<file path="src/rtl/isa_io_pkg.sv">
package isa_io_pkg;

  localparam int BUS_W   = 16;
  localparam int BYTE_W  = 8;
  localparam int IO_DEC_W = 16;

  // True when the low I/O address bits match the base outside the window offset
  function automatic logic io_window_hit(input logic [19:0] a,
                                         input logic [19:0] base,
                                         input int          win_log2,
                                         input logic        aen_in);
    logic [IO_DEC_W-1:0] keep;
    keep = ~IO_DEC_W'((32'd1 << win_log2) - 32'd1);
    return !aen_in && (((a[IO_DEC_W-1:0] ^ base[IO_DEC_W-1:0]) & keep) == '0);
  endfunction

  // Merge bus data into a stored word according to the lane selection
  function automatic logic [BUS_W-1:0] lane_merge(input logic [BUS_W-1:0] old,
                                                  input logic [BUS_W-1:0] din,
                                                  input logic             a0,
                                                  input logic             sbhe_n,
                                                  input logic             wide);
    logic [BUS_W-1:0] r;
    r = old;
    case ({a0, sbhe_n})
      2'b00:   r = din;
      2'b01:   r[BYTE_W-1:0] = din[BYTE_W-1:0];
      2'b10:   r[BUS_W-1:BYTE_W] = din[BUS_W-1:BYTE_W];
      default: r[BUS_W-1:BYTE_W] = din[BYTE_W-1:0];
    endcase
    if (!wide) r[BUS_W-1:BYTE_W] = '0;
    return r;
  endfunction

  // Place a stored word on the bus lanes selected by the access
  function automatic logic [BUS_W-1:0] lane_present(input logic [BUS_W-1:0] word,
                                                    input logic             a0,
                                                    input logic             sbhe_n);
    logic [BUS_W-1:0] r;
    case ({a0, sbhe_n})
      2'b00:   r = word;
      2'b01:   r = {{BYTE_W{1'b0}}, word[BYTE_W-1:0]};
      2'b10:   r = {word[BUS_W-1:BYTE_W], {BYTE_W{1'b0}}};
      default: r = {{BYTE_W{1'b0}}, word[BUS_W-1:BYTE_W]};
    endcase
    return r;
  endfunction

endpackage

</file>
<file path="src/rtl/io_cmd_sync.sv">
module io_cmd_sync #(
  parameter int SYNC_STAGES = 2
) (
  input  logic clk,
  input  logic rst,
  input  logic ior_n,
  input  logic iow_n,
  output logic rd_active,
  output logic wr_active
);
  logic [SYNC_STAGES-1:0] rd_sh;
  logic [SYNC_STAGES-1:0] wr_sh;

  always_ff @(posedge clk) begin
    if (rst) begin
      rd_sh <= '0;
      wr_sh <= '0;
    end else begin
      rd_sh <= {rd_sh[SYNC_STAGES-2:0], ~ior_n};
      wr_sh <= {wr_sh[SYNC_STAGES-2:0], ~iow_n};
    end
  end

  assign rd_active = rd_sh[SYNC_STAGES-1];
  assign wr_active = wr_sh[SYNC_STAGES-1];
endmodule

</file>
<file path="src/rtl/io_wait_gen.sv">
module io_wait_gen #(
  parameter int WAIT_STATES = 2,
  parameter int CNT_W       = 2
) (
  input  logic             clk,
  input  logic             rst,
  input  logic             cycle_active,
  output logic [CNT_W-1:0] wait_cnt
);
  localparam logic [CNT_W-1:0] LIMIT = CNT_W'(WAIT_STATES);

  always_ff @(posedge clk) begin
    if (rst)                    wait_cnt <= '0;
    else if (!cycle_active)     wait_cnt <= '0;
    else if (wait_cnt != LIMIT) wait_cnt <= wait_cnt + 1'b1;
  end
endmodule

</file>
<file path="src/rtl/io_regfile.sv">
module io_regfile
  import isa_io_pkg::*;
#(
  parameter int                    NUM_REGS  = 16,
  parameter int                    IDX_W     = 4,
  parameter logic [NUM_REGS-1:0]   WIDE_MASK = '1
) (
  input  logic             clk,
  input  logic             rst,
  input  logic             wr_en,
  input  logic [IDX_W-1:0] wr_idx,
  input  logic             wr_a0,
  input  logic             wr_sbhe_n,
  input  logic [BUS_W-1:0] wr_data,
  input  logic [IDX_W-1:0] rd_idx,
  output logic [BUS_W-1:0] rd_word
);
  logic [BUS_W-1:0] words [NUM_REGS];

  for (genvar i = 0; i < NUM_REGS; i++) begin : g_reg
    logic [BUS_W-1:0] q;
    always_ff @(posedge clk) begin
      if (rst) q <= '0;
      else if (wr_en && (wr_idx == IDX_W'(i)))
        q <= lane_merge(q, wr_data, wr_a0, wr_sbhe_n, WIDE_MASK[i]);
    end
    assign words[i] = q;
  end

  assign rd_word = words[rd_idx];
endmodule

</file>
<file path="src/rtl/isa_io_slave.sv">
module isa_io_slave
  import isa_io_pkg::*;
#(
  parameter logic [19:0] BASE_ADDR   = 20'h00300,
  parameter int          WIN_LOG2    = 5,
  parameter int          WAIT_STATES = 2,
  parameter int          SYNC_STAGES = 2,
  parameter logic [(1 << (WIN_LOG2 - 1)) - 1:0] WIDE_MASK =
    {(1 << (WIN_LOG2 - 2)){1'b1}}
) (
  input  logic        clk,
  input  logic        rst,
  input  logic [19:0] addr,
  input  logic        ior_n,
  input  logic        iow_n,
  input  logic        aen,
  input  logic        sbhe_n,
  input  logic [15:0] data_in,
  output logic [15:0] data_out,
  output logic        data_oe,
  output logic        iocs16_n,
  output logic        chrdy
);
  localparam int NUM_REGS = 1 << (WIN_LOG2 - 1);
  localparam int IDX_W    = WIN_LOG2 - 1;
  localparam int CNT_W    = (WAIT_STATES < 1) ? 1 : $clog2(WAIT_STATES + 1);

  // Decode, named for the checker
  logic             addr_hit;
  logic [IDX_W-1:0] rd_idx;
  logic             cmd_hit;
  assign addr_hit = io_window_hit(addr, BASE_ADDR, WIN_LOG2, aen);
  assign rd_idx   = addr[WIN_LOG2-1:1];
  assign cmd_hit  = addr_hit && (!ior_n || !iow_n);
  assign iocs16_n = !(addr_hit && WIDE_MASK[rd_idx]);

  // Strobe synchronisation
  logic rd_active, wr_active, wr_prev, wr_release;
  io_cmd_sync #(.SYNC_STAGES(SYNC_STAGES)) u_sync (
    .clk(clk), .rst(rst), .ior_n(ior_n), .iow_n(iow_n),
    .rd_active(rd_active), .wr_active(wr_active)
  );

  always_ff @(posedge clk) begin
    if (rst) wr_prev <= 1'b0;
    else     wr_prev <= wr_active;
  end
  assign wr_release = wr_prev && !wr_active;

  // Wait-state generation
  logic [CNT_W-1:0] wait_cnt;
  io_wait_gen #(.WAIT_STATES(WAIT_STATES), .CNT_W(CNT_W)) u_wait (
    .clk(clk), .rst(rst), .cycle_active(cmd_hit), .wait_cnt(wait_cnt)
  );
  assign chrdy = !(cmd_hit && (wait_cnt != CNT_W'(WAIT_STATES)));

  // Write capture: last sample taken while the raw strobe is low
  logic [IDX_W-1:0] cap_idx;
  logic             cap_a0, cap_sbhe_n, cap_hit;
  logic [BUS_W-1:0] cap_data;
  always_ff @(posedge clk) begin
    if (rst) begin
      cap_idx    <= '0;
      cap_a0     <= 1'b0;
      cap_sbhe_n <= 1'b0;
      cap_hit    <= 1'b0;
      cap_data   <= '0;
    end else if (!iow_n) begin
      cap_idx    <= rd_idx;
      cap_a0     <= addr[0];
      cap_sbhe_n <= sbhe_n;
      cap_hit    <= addr_hit;
      cap_data   <= data_in;
    end
  end

  logic wr_commit;
  assign wr_commit = wr_release && cap_hit;

  logic [BUS_W-1:0] rd_word;
  io_regfile #(.NUM_REGS(NUM_REGS), .IDX_W(IDX_W), .WIDE_MASK(WIDE_MASK)) u_regs (
    .clk(clk), .rst(rst), .wr_en(wr_commit), .wr_idx(cap_idx),
    .wr_a0(cap_a0), .wr_sbhe_n(cap_sbhe_n), .wr_data(cap_data),
    .rd_idx(rd_idx), .rd_word(rd_word)
  );

  // Read drive: turns on after synchronisation, off as soon as the strobe rises
  assign data_oe  = rd_active && !ior_n && iow_n && addr_hit;
  assign data_out = data_oe ? lane_present(rd_word, addr[0], sbhe_n) : '0;
endmodule

</file>
<file path="config.mk">
export PLATFORM = sky130hd
export DESIGN_NAME = isa_io_slave
export DESIGN_NICKNAME = d
export VERILOG_FILES = /design/src/rtl/isa_io_pkg.sv /design/src/rtl/io_cmd_sync.sv /design/src/rtl/io_wait_gen.sv /design/src/rtl/io_regfile.sv /design/src/rtl/isa_io_slave.sv
export SDC_FILE = /design/constraint.sdc
export NUM_CORES = 1
export LEC_CHECK = 0
export ABC_AREA = 1
export BUFFER_PORTS_ARGS = -buffer_cell sky130_fd_sc_hd__buf_2
export CAP_MARGIN = 15
export CELL_PAD_IN_SITES_DETAIL_PLACEMENT = 1
export CELL_PAD_IN_SITES_GLOBAL_PLACEMENT = 1
export CORE_MARGIN = 10
export CORE_UTILIZATION = 45
export CTS_BUF_LIST = sky130_fd_sc_hd__clkbuf_8
export DETAILED_ROUTE_END_ITERATION = 7
export GPL_ROUTABILITY_DRIVEN = 0
export PLACE_DENSITY_LB_ADDON = 0.1
export SLEW_MARGIN = 20
export SYNTH_ARGS = -nofsm -noshare
export SYNTH_HDL_FRONTEND = slang
export SYNTH_SLANG_ARGS = --single-unit
</file>
<file path="constraint.sdc">
create_clock -name clk -period 2.35 [get_ports clk]
set_input_delay 0.5875 -clock clk [delete_from_list [all_inputs] [get_ports clk]]
set_output_delay 0.5875 -clock clk [all_outputs]
set_load 0.02 [all_outputs]
</file>
==> run metrics, run 1 <==
Worst Hold End cap_data[3]$_SDFFE_PP0N_; RSZ-0062 raised after global routing yes; share of layout cells above drive strength 1 18.7%; Syn Nets 1531; Placed Area 11000 µm²; initial drt markers 746; final setup fails 16; synth top area cells dfxtp_1, o21ai_0, a21oi_1; Die W 170 µm; slowest stage delay, CP 0.19 ns; FILL cells 2832; Max-slew headroom 53.3%; CTS tree done; core footprint 22000 µm²; period utilization 112%; hpwl dp 22600 µm; Hold Path Cell Cnt 3; Int Power 5.94 mW; clk root buf clkbuf_8; crit path buf inv count 6; Routed Antenna Nets 0; violated checks negative setup slack; Switching Power 2.29 mW; Seq cells post-synth 222; hold path startpoint data_in[3]; Synth Area per Inst 6.79 µm²; Worst-Margin Slew 0.696 ns; Reg-to-Reg End u_regs.g_reg[8].q[7]$_SDFFE_PP0P_; Comb pwr share 11.8%; min-delay worst type input pin to register; Net count, final 1610; power share of the clock group 41.8%; CP Capture Type output pin; Clock Sinks 222; Req. time, crit path 1.76 ns; H-tree levels 2; number of distinct library cells after synthesis 23; via count 10500; Routed WL 36900 µm; crit path time final 2.63 ns; total die area 28800 µm²; Final Slew Violations 0; Netlist Area Pre-Place 10100 µm²; CTS clk-pin slew, worst paths 0.05 ns; PortBufs 56; largest net degree at the start of global routing 48; Fin Hold WS 0.290 ns; I/O pins 61; Final Skew 0.0232 ns; IR drop worst, VDD 0.000438 V; n_diodes 0; Synth top area share 44.0%; Fin. Hold Viols 0; Max clock buf depth 3; worst setup margin -0.283 ns; number of flops mapped to enable cells by yosys 0; drt first pass iters 5; DRC viols 0; sequential power share 46.4%; WS Path Type input pin to output pin; first-pass GRT wire length 58400 µm; Ys Warns 0; Area growth syn-to-layout 24.6%; num rows 54; crit path cell chain buf_12 -> buf_12 -> buf_12 -> buf_16 -> buf_6 -> nand2_2 -> o211ai_1 -> nand3_1 -> nand4_1 -> a21oi_2 -> buf_6; element type at the critical path start input pin; Worst Path Max Fanout 7; CTS buffer count 40; ys flop type dfxtp_1; most frequent cell after synthesis nand2_1; worst skew pair latency 0.55 ns; Design Power 8.23 mW; routed length per instance 19.7 µm; Die Y 170 µm; Initial Utilization 46.0%; Max Cap Viol 0; r2r startpoint cap_idx[1]$_SDFFE_PP0N_; dominant cell type by area after synthesis dfxtp_1; fraction of registers with async set or reset after synthesis 0%; Worst path top cell family by delay buffers and inverters; status complete, but fails checks; R2R Setup Slk 0.24 ns; register area share after synthesis 44.0%; Finished Cell Area 12600 µm²; Post-Syn Instances 1488; Arr. time, crit path 2.05 ns; most common library cells after synthesis nand2_1, dfxtp_1, o21ai_0, a21oi_1, inv_1; GRT Overall Usage 25.2%; switching share of total power 27.9%; vias in the first global route 10800; Slowest cell on crit path a21oi_2; leakage power 5.15 nW; Worst Reg-to-Reg Cells 7; grt ovf 0; Vias/cell 5.61; antenna violations before repair 0; Max Fclk 380 MHz; P per Cell Area 654 nW/µm²; Critical Path Most Common Cell buf_12
metrics by stage:
step | setup slack (ns) | TNS (ns) | util [%] | std cells
CTS | -0.143 | -1.16 | 56.6 | 1870
global placement | -0.252 | -3.04 | 50.1 | 1792
detailed placement | -0.321 | -3.64 | 50.1 | 1792
floorplan | -0.0517 | -0.540 | - | 1488
global route | -0.297 | -2.85 | 57.3 | 1871
finish | -0.283 | -2.14 | 57.3 | 1871
worst max path at each step:
| stage | endpoint | slack (ns) | depth (start not counted) | from |
|---|---|---|---|---|
| 2_1_floorplan | data_out[10] | -0.05 | 6 | addr[14] |
| 3_3_place_gp | data_out[7] | -0.25 | 12 | addr[1] |
| 3_5_place_dp | data_out[7] | -0.32 | 12 | addr[1] |
| 4_1_cts | data_out[6] | -0.14 | 13 | addr[1] |
| 5_1_grt | data_out[0] | -0.30 | 11 | addr[1] |
| 6_report | data_out[0] | -0.28 | 11 | addr[1] |
layout make-up:
class	count	area, µm²	share of cell area, %
multi-input cells	979	4930	39.2
flip-flops and latches	222	4440	35.3
clock buffers	47	647	5.14
clock inverters	19	86.3	0.686
repair buffers	138	1420	11.3
well taps	280	350	2.78
inverters	186	713	5.67
metal layers:
metal	up-vias	global-route usage [%]	routed length (µm)
met5	-	0	0
met4	0	10.0	1190
met3	93	3.79	1960
met2	330	40.7	17200
met1	5074	33.1	16500
li1	4998	-	-
power by group through the flow:
stage	logic (mW)	clock network, mW	registers, mW
6_report	0.972	3.44	3.82
3_5_place_dp	0.803	0	3.90
3_3_place_gp	0.786	0	3.90
5_1_grt	1.05	3.67	3.82
2_1_floorplan	0.461	0	3.90
4_1_cts	0.932	3.49	3.82
cells by family (layout without fill, tap and decap cells):
| family | count (synthesis) | after routing | share of synthesized area, % |
|---|---|---|---|
| buffers and inverters | 287 | 390 | 11.3 |
| adder cells (fa/ha/maj) | 1 | 1 | 0.124 |
| flip-flops | 222 | 222 | 44.0 |
| AND/OR/NAND/NOR | 549 | 549 | 22.9 |
| AO/OA/AOI/OAI | 429 | 429 | 21.7 |
cells in the final DEF, fill, tap and decap left out, drive strengths merged:
cell type  Yosys  final
nand2        250    250
dfxtp        222    222
o21ai        210    210
a21oi        201    201
inv          185    197
nand3        145    145
nor2         143    143
buf           52    137
clkbuf        49     47
o211ai        18     18
nand4          5      5
clkinv         1      5
clkinvlp       0      3
nor3           3      3
nand3b         2      2
nor3b          1      1
ha             1      1
bufbuf         0      1
flip-flops by register name (all words and copies together) (netlist names):
name             count
cap_a0               1
cap_data            16
cap_hit              1
cap_idx              4
cap_sbhe_n           1
u_regs.g.q         192
u_sync.rd_sh         2
u_sync.wr_sh         2
u_wait.wait_cnt      2
wr_prev              1
worst min-delay path: cells and delay by family:
kind | cells | cell delay, ns
and+or+nand+nor | 1 | 0.08
AOI/OAI and AO/OA | 1 | 0.06
buffers and inverters | 1 | 0.07
what timing repair did:
item / 4_1_cts / 5_1_grt
buffers inserted: 4 / 3
pin swaps: 53 / 30
hold buffers: 0 / 0
gates resized for setup: 126 / 41
endpoints found under the setup margin: 16 / 19
gates cloned: 8 / 0
(Power assumes the default switching activity.)
==> run 2, diff against run 1 <==
--- a/config.mk
+++ b/config.mk
@@ -16,6 +16,7 @@
 export DETAILED_ROUTE_END_ITERATION = 7
 export GPL_ROUTABILITY_DRIVEN = 0
 export PLACE_DENSITY_LB_ADDON = 0.1
+export REMOVE_ABC_BUFFERS = 1
 export SLEW_MARGIN = 20
 export SYNTH_ARGS = -nofsm -noshare
 export SYNTH_HDL_FRONTEND = slang
==> run 2 against run 1 <==
The flow still finishes with violations (negative setup slack); flip-flop and latch count unchanged; maximum frequency up 6.5%; worst hold slack got worse by 0.019 ns; setup slack improved by 0.16 ns; sequential share of layout area is 0.86 points lower; core utilization increased by 1.4 points; global-route usage decreased by 0.38 points; first-iteration DRC count decreased by 6.2%; critical path depth shrank 2.
==> run metrics, run 2 (same netlist as run 1, synthesis figures left out) <==
Vias/cell 5.71; worst skew pair latency 0.55 ns; Routed WL 38700 µm; Hold Path Cell Cnt 2; routed length per instance 20.7 µm; Final Slew Violations 0; Arr. time, crit path 1.89 ns; Max Fclk 404 MHz; Max-slew headroom 46.3%; Max Cap Viol 0; violated checks negative setup slack; CTS tree done; min-delay worst type input pin to register; max FFs per register 192; Worst Hold End u_sync.rd_sh[0]$_SDFF_PP0_; largest registers u_regs.g.q (192), cap_data (16), cap_idx (4); RSZ-0062 raised after global routing yes; grt ovf 0; Max clock buf depth 3; Req. time, crit path 1.76 ns; leading cell type in the layout, fill and taps excluded dfxtp_1; final setup fails 15; Area growth syn-to-layout 27.7%; Fin. Hold Viols 0; Reg-to-Reg End u_regs.g_reg[6].q[13]$_SDFFE_PP0P_; Initial Utilization 46.0%; largest net degree at the start of global routing 68; Die Y 170 µm; Net count, final 1603; GRT Overall Usage 24.8%; FILL cells 2774; Worst Path Max Fanout 13; worst setup margin -0.123 ns; core footprint 22000 µm²; Final Skew 0.0266 ns; CP Capture Type output pin; Fin Hold WS 0.271 ns; n_diodes 0; CTS clk-pin slew, worst paths 0.06 ns; period utilization 105%; antenna violations before repair 0; Top reg by flops u_regs.g.q; most frequent cells in the layout dfxtp_1, nand2_1, o21ai_0, inv_1, a21oi_1; P per Cell Area 671 nW/µm²; clk root buf clkbuf_8; I/O pins 61; Die W 170 µm; Worst-Margin Slew 0.799 ns; DRC viols 0; IR drop worst, VDD 0.000506 V; vias in the first global route 10700; PortBufs 56; Routed Antenna Nets 0; hold path startpoint ior_n; Worst Reg-to-Reg Cells 7; total die area 28800 µm²; num rows 54; share of layout cells above drive strength 1 20.3%; leakage power 5.29 nW; R2R Setup Slk 0.21 ns; via count 10700; drt first pass iters 5; element type at the critical path start input pin; H-tree levels 2; hpwl dp 22200 µm; initial drt markers 700; Design Power 8.66 mW; Clock Sinks 222; WS Path Type input pin to output pin; CP Launch Point addr[1]; crit path time final 2.47 ns; first-pass GRT wire length 57400 µm; status complete, but fails checks; CTS buffer count 41; r2r startpoint cap_hit$_SDFFE_PP0N_
## run 2: layer usage
metal	share of wire [%]	vias up	GRT usage (%)	wire, µm
met5	0	-	0	0
met3	5.3	107	3.82	2040
met2	47	331	40.7	18300
li1	-	4994	-	-
met4	4.5	0	11.3	1750
met1	43	5232	31.5	16500
## run 2: per-stage QoR
step / utilization (%) / setup TNS, ns / worst slack [ns] / cell area (µm²) / std cells
3_3_place_gp: 49.5 / -2.36 / -0.203 / 10900 / 1774
2_1_floorplan: - / -159.16 / -0.773 / 9660 / 1387
4_1_cts: 56.0 / -0.436 / -0.0895 / 12300 / 1853
3_5_place_dp: 49.5 / -3.04 / -0.246 / 10900 / 1774
6_report: 58.7 / -1.25 / -0.123 / 12900 / 1867
5_1_grt: 58.7 / -1.97 / -0.189 / 12900 / 1867
## run 2: critical path, cell delays in order
cell and delay, ns:
buf_16 0.13, clkbuf_16 0.17, clkbuf_16 0.17, nand2_1 0.09, o211ai_1 0.12, nand3_1 0.16, nand4_1 0.14, a21oi_2 0.17
buf_6 0.14
## run 2: worst max-delay path by stage
stage                               end  slack (ns)
finish                      data_out[0]       -0.12
global route                data_out[5]       -0.19
floorplan           cap_a0$_SDFFE_PP0N_       -0.77
detailed placement          data_out[1]       -0.25
global placement            data_out[1]       -0.20
CTS                         data_out[1]       -0.09
## run 2: what timing repair did
item	in CTS	in global routing
hold buffers	0	0
gates cloned	4	11
buffers inserted	5	3
gates resized for setup	121	75
pin swaps	35	50
setup endpoints to repair	16	31
## run 2: final cells by class
class / count / area [µm²] / area share, %
clock buffer: 54 / 743 / 5.76
inverter: 186 / 711 / 5.51
timing repair buffer: 130 / 1470 / 11.4
sequential: 222 / 4440 / 34.5
multi-input combinational: 979 / 5090 / 39.5
clock inverter: 16 / 90.1 / 0.698
tap: 280 / 350 / 2.72
## run 2: report_power, final
part	leakage (nW)	switching, mW	internal [mW]
clock	0.477	1.64	2.14
sequential	1.79	0.0246	3.80
combinational	3.02	0.678	0.370
total	5.29	2.35	6.31
==> run 3, diff against run 2 <==
--- a/config.mk
+++ b/config.mk
@@ -6,14 +6,14 @@
 export NUM_CORES = 1
 export LEC_CHECK = 0
 export ABC_AREA = 1
-export BUFFER_PORTS_ARGS = -buffer_cell sky130_fd_sc_hd__buf_2
 export CAP_MARGIN = 15
 export CELL_PAD_IN_SITES_DETAIL_PLACEMENT = 1
 export CELL_PAD_IN_SITES_GLOBAL_PLACEMENT = 1
 export CORE_MARGIN = 10
-export CORE_UTILIZATION = 45
+export CORE_UTILIZATION = 48
 export CTS_BUF_LIST = sky130_fd_sc_hd__clkbuf_8
 export DETAILED_ROUTE_END_ITERATION = 7
+export DONT_BUFFER_PORTS = 1
 export GPL_ROUTABILITY_DRIVEN = 0
 export PLACE_DENSITY_LB_ADDON = 0.1
 export REMOVE_ABC_BUFFERS = 1
==> run 3 against run 2 <==
The run still ends with negative setup slack left; maximum frequency up 2.4%; sequential power about the same; largest power group unchanged; highest routed layer is now met5; power is 4.7% lower; critical path depth is 2 higher; setup slack improved by 0.058 ns; register-to-register slack gained 0.03 ns; clock power down 1%; worst hold slack got worse by 0.18 ns; clock skew up 0.0034 ns; via count fell by 7.2%; cell count shrank 4.2%.
==> run metrics, run 3 (same netlist as run 1, synthesis figures left out) <==
WS Path Type input pin to output pin; Design Power 8.25 mW; slowest stage delay, CP 0.15 ns; Net count, final 1531; via count 9896; violated checks negative setup slack; Routed Antenna Nets 0; Clock Sinks 222; Slowest cell on crit path buf_6; Die Y 165 µm; CTS buffer count 40; status complete, but fails checks; CP Capture Type output pin; crit path cell chain inv_4 -> buf_6 -> buf_12 -> nand2_1 -> nand3_1 -> nand3_2 -> nand3_2 -> nand2_2 -> nand2_1 -> a21oi_2 -> buf_4; element type at the critical path start input pin; RSZ-0062 raised after global routing yes; min-delay worst type input pin to register; vias in the first global route 10200; Area growth syn-to-layout 15.9%; initial drt markers 524; core footprint 20900 µm²; FILL cells 2749; worst skew pair latency 0.55 ns; share of layout cells above drive strength 1 12.9%; Fin. Hold Viols 0; Arr. time, crit path 1.83 ns; final core occ 56.0%; leakage power 4.71 nW; largest registers u_regs.g.q (192), cap_data (16), cap_idx (4); crit path time final 2.41 ns; CTS tree done; H-tree levels 2; Max Fclk 414 MHz; worst setup margin -0.0645 ns; clk root buf clkbuf_8; Max-slew headroom 56.1%; Initial Utilization 48.4%; Die W 165 µm; register area 4450 µm²; CTS clk-pin slew, worst paths 0.06 ns; Routed WL 32500 µm; antenna violations before repair 1; Final Skew 0.0300 ns; n_diodes 0; total die area 27200 µm²; setup TNS -0.177 ns; hpwl dp 20500 µm; I/O pins 61; num rows 53; period utilization 103%; Final Slew Violations 0; Worst Path Max Fanout 137; max FFs per register 192; multi-input logic area 4810 µm²; Top reg by flops u_regs.g.q; PortBufs 0; largest net degree at the start of global routing 138; hold_buf cts 0; P per Cell Area 705 nW/µm²; routed length per instance 18.2 µm; Max clock buf depth 3; grt ovf 0; leading cell type in the layout, fill and taps excluded nand2_1; final setup fails 7; drt first pass iters 4; Vias/cell 5.53; DRC viols 0; Req. time, crit path 1.76 ns; dpl ws -0.167 ns; Fin Hold WS 0.0938 ns; GRT Overall Usage 23.9%; most frequent cells in the layout nand2_1, dfxtp_1, o21ai_0, a21oi_1, inv_1; Worst-Margin Slew 0.657 ns; IR drop worst, VDD 0.000447 V; first-pass GRT wire length 52500 µm; Max Cap Viol 0
run 3: per-layer routing:
| layer | part of all wire, % | global-route usage (%) | vias to the layer above |
|---|---|---|---|
| met1 | 46 | 30.7 | 4803 |
| met4 | 1.7 | 6.92 | 2 |
| met3 | 5.2 | 4.69 | 50 |
| met2 | 47 | 40.0 | 214 |
| li1 | - | - | 4827 |
| met5 | 0.040 | 0 | - |
run 3: metrics by stage:
| stage | instances | instance area [µm²] |
|---|---|---|
| 2_1_floorplan | 1387 | 9660 |
| 3_3_place_gp | 1720 | 10500 |
| 3_5_place_dp | 1720 | 10500 |
| 4_1_cts | 1788 | 11500 |
| 5_1_grt | 1789 | 11700 |
| 6_report | 1789 | 11700 |
run 3: worst paths after layout:
kind	slack [ns]	start	cells past startpoint	end
setup / recovery	-0.06	addr[1]	11	data_out[4]
hold / removal	0.09	ior_n	1	u_sync.rd_sh[0]$_SDFF_PP0_
setup reg to reg	0.24	cap_idx[1]$_SDFFE_PP0N_	5	u_regs.g_reg[15].q[5]$_SDFFE_PP0P_
hold reg to reg	0.44	u_sync.wr_sh[0]$_SDFF_PP0_	2	u_sync.wr_sh[1]$_SDFF_PP0_
run 3: critical path: cells and delay by family:
family / cells / cell delay, ns
compound gates: 1 / 0.10
buf+inv: 4 / 0.51
simple gates: 6 / 0.53
run 3: final cells by class:
class / instances / share of cell area [%]
Clock inverter: 11 / 0.385
Sequential cell: 222 / 38.0
Clock buffer: 57 / 6.70
Tap cell: 275 / 2.94
Inverter: 186 / 6.02
Timing Repair Buffer: 59 / 4.82
Multi-Input combinational cell: 979 / 41.1
run 3: what timing repair did:
action	CTS	global route
resized for setup	42	45
buffers inserted	0	1
pin swaps	9	15
endpoints found under the setup margin	16	16
run 3: report_power, final:
group | internal, mW | total, mW | switching (mW)
Combinational | 0.216 | 0.678 | 0.462
Sequential | 3.79 | 3.82 | 0.0234
Clock | 2.13 | 3.75 | 1.62
Total | 6.14 | 8.25 | 2.11
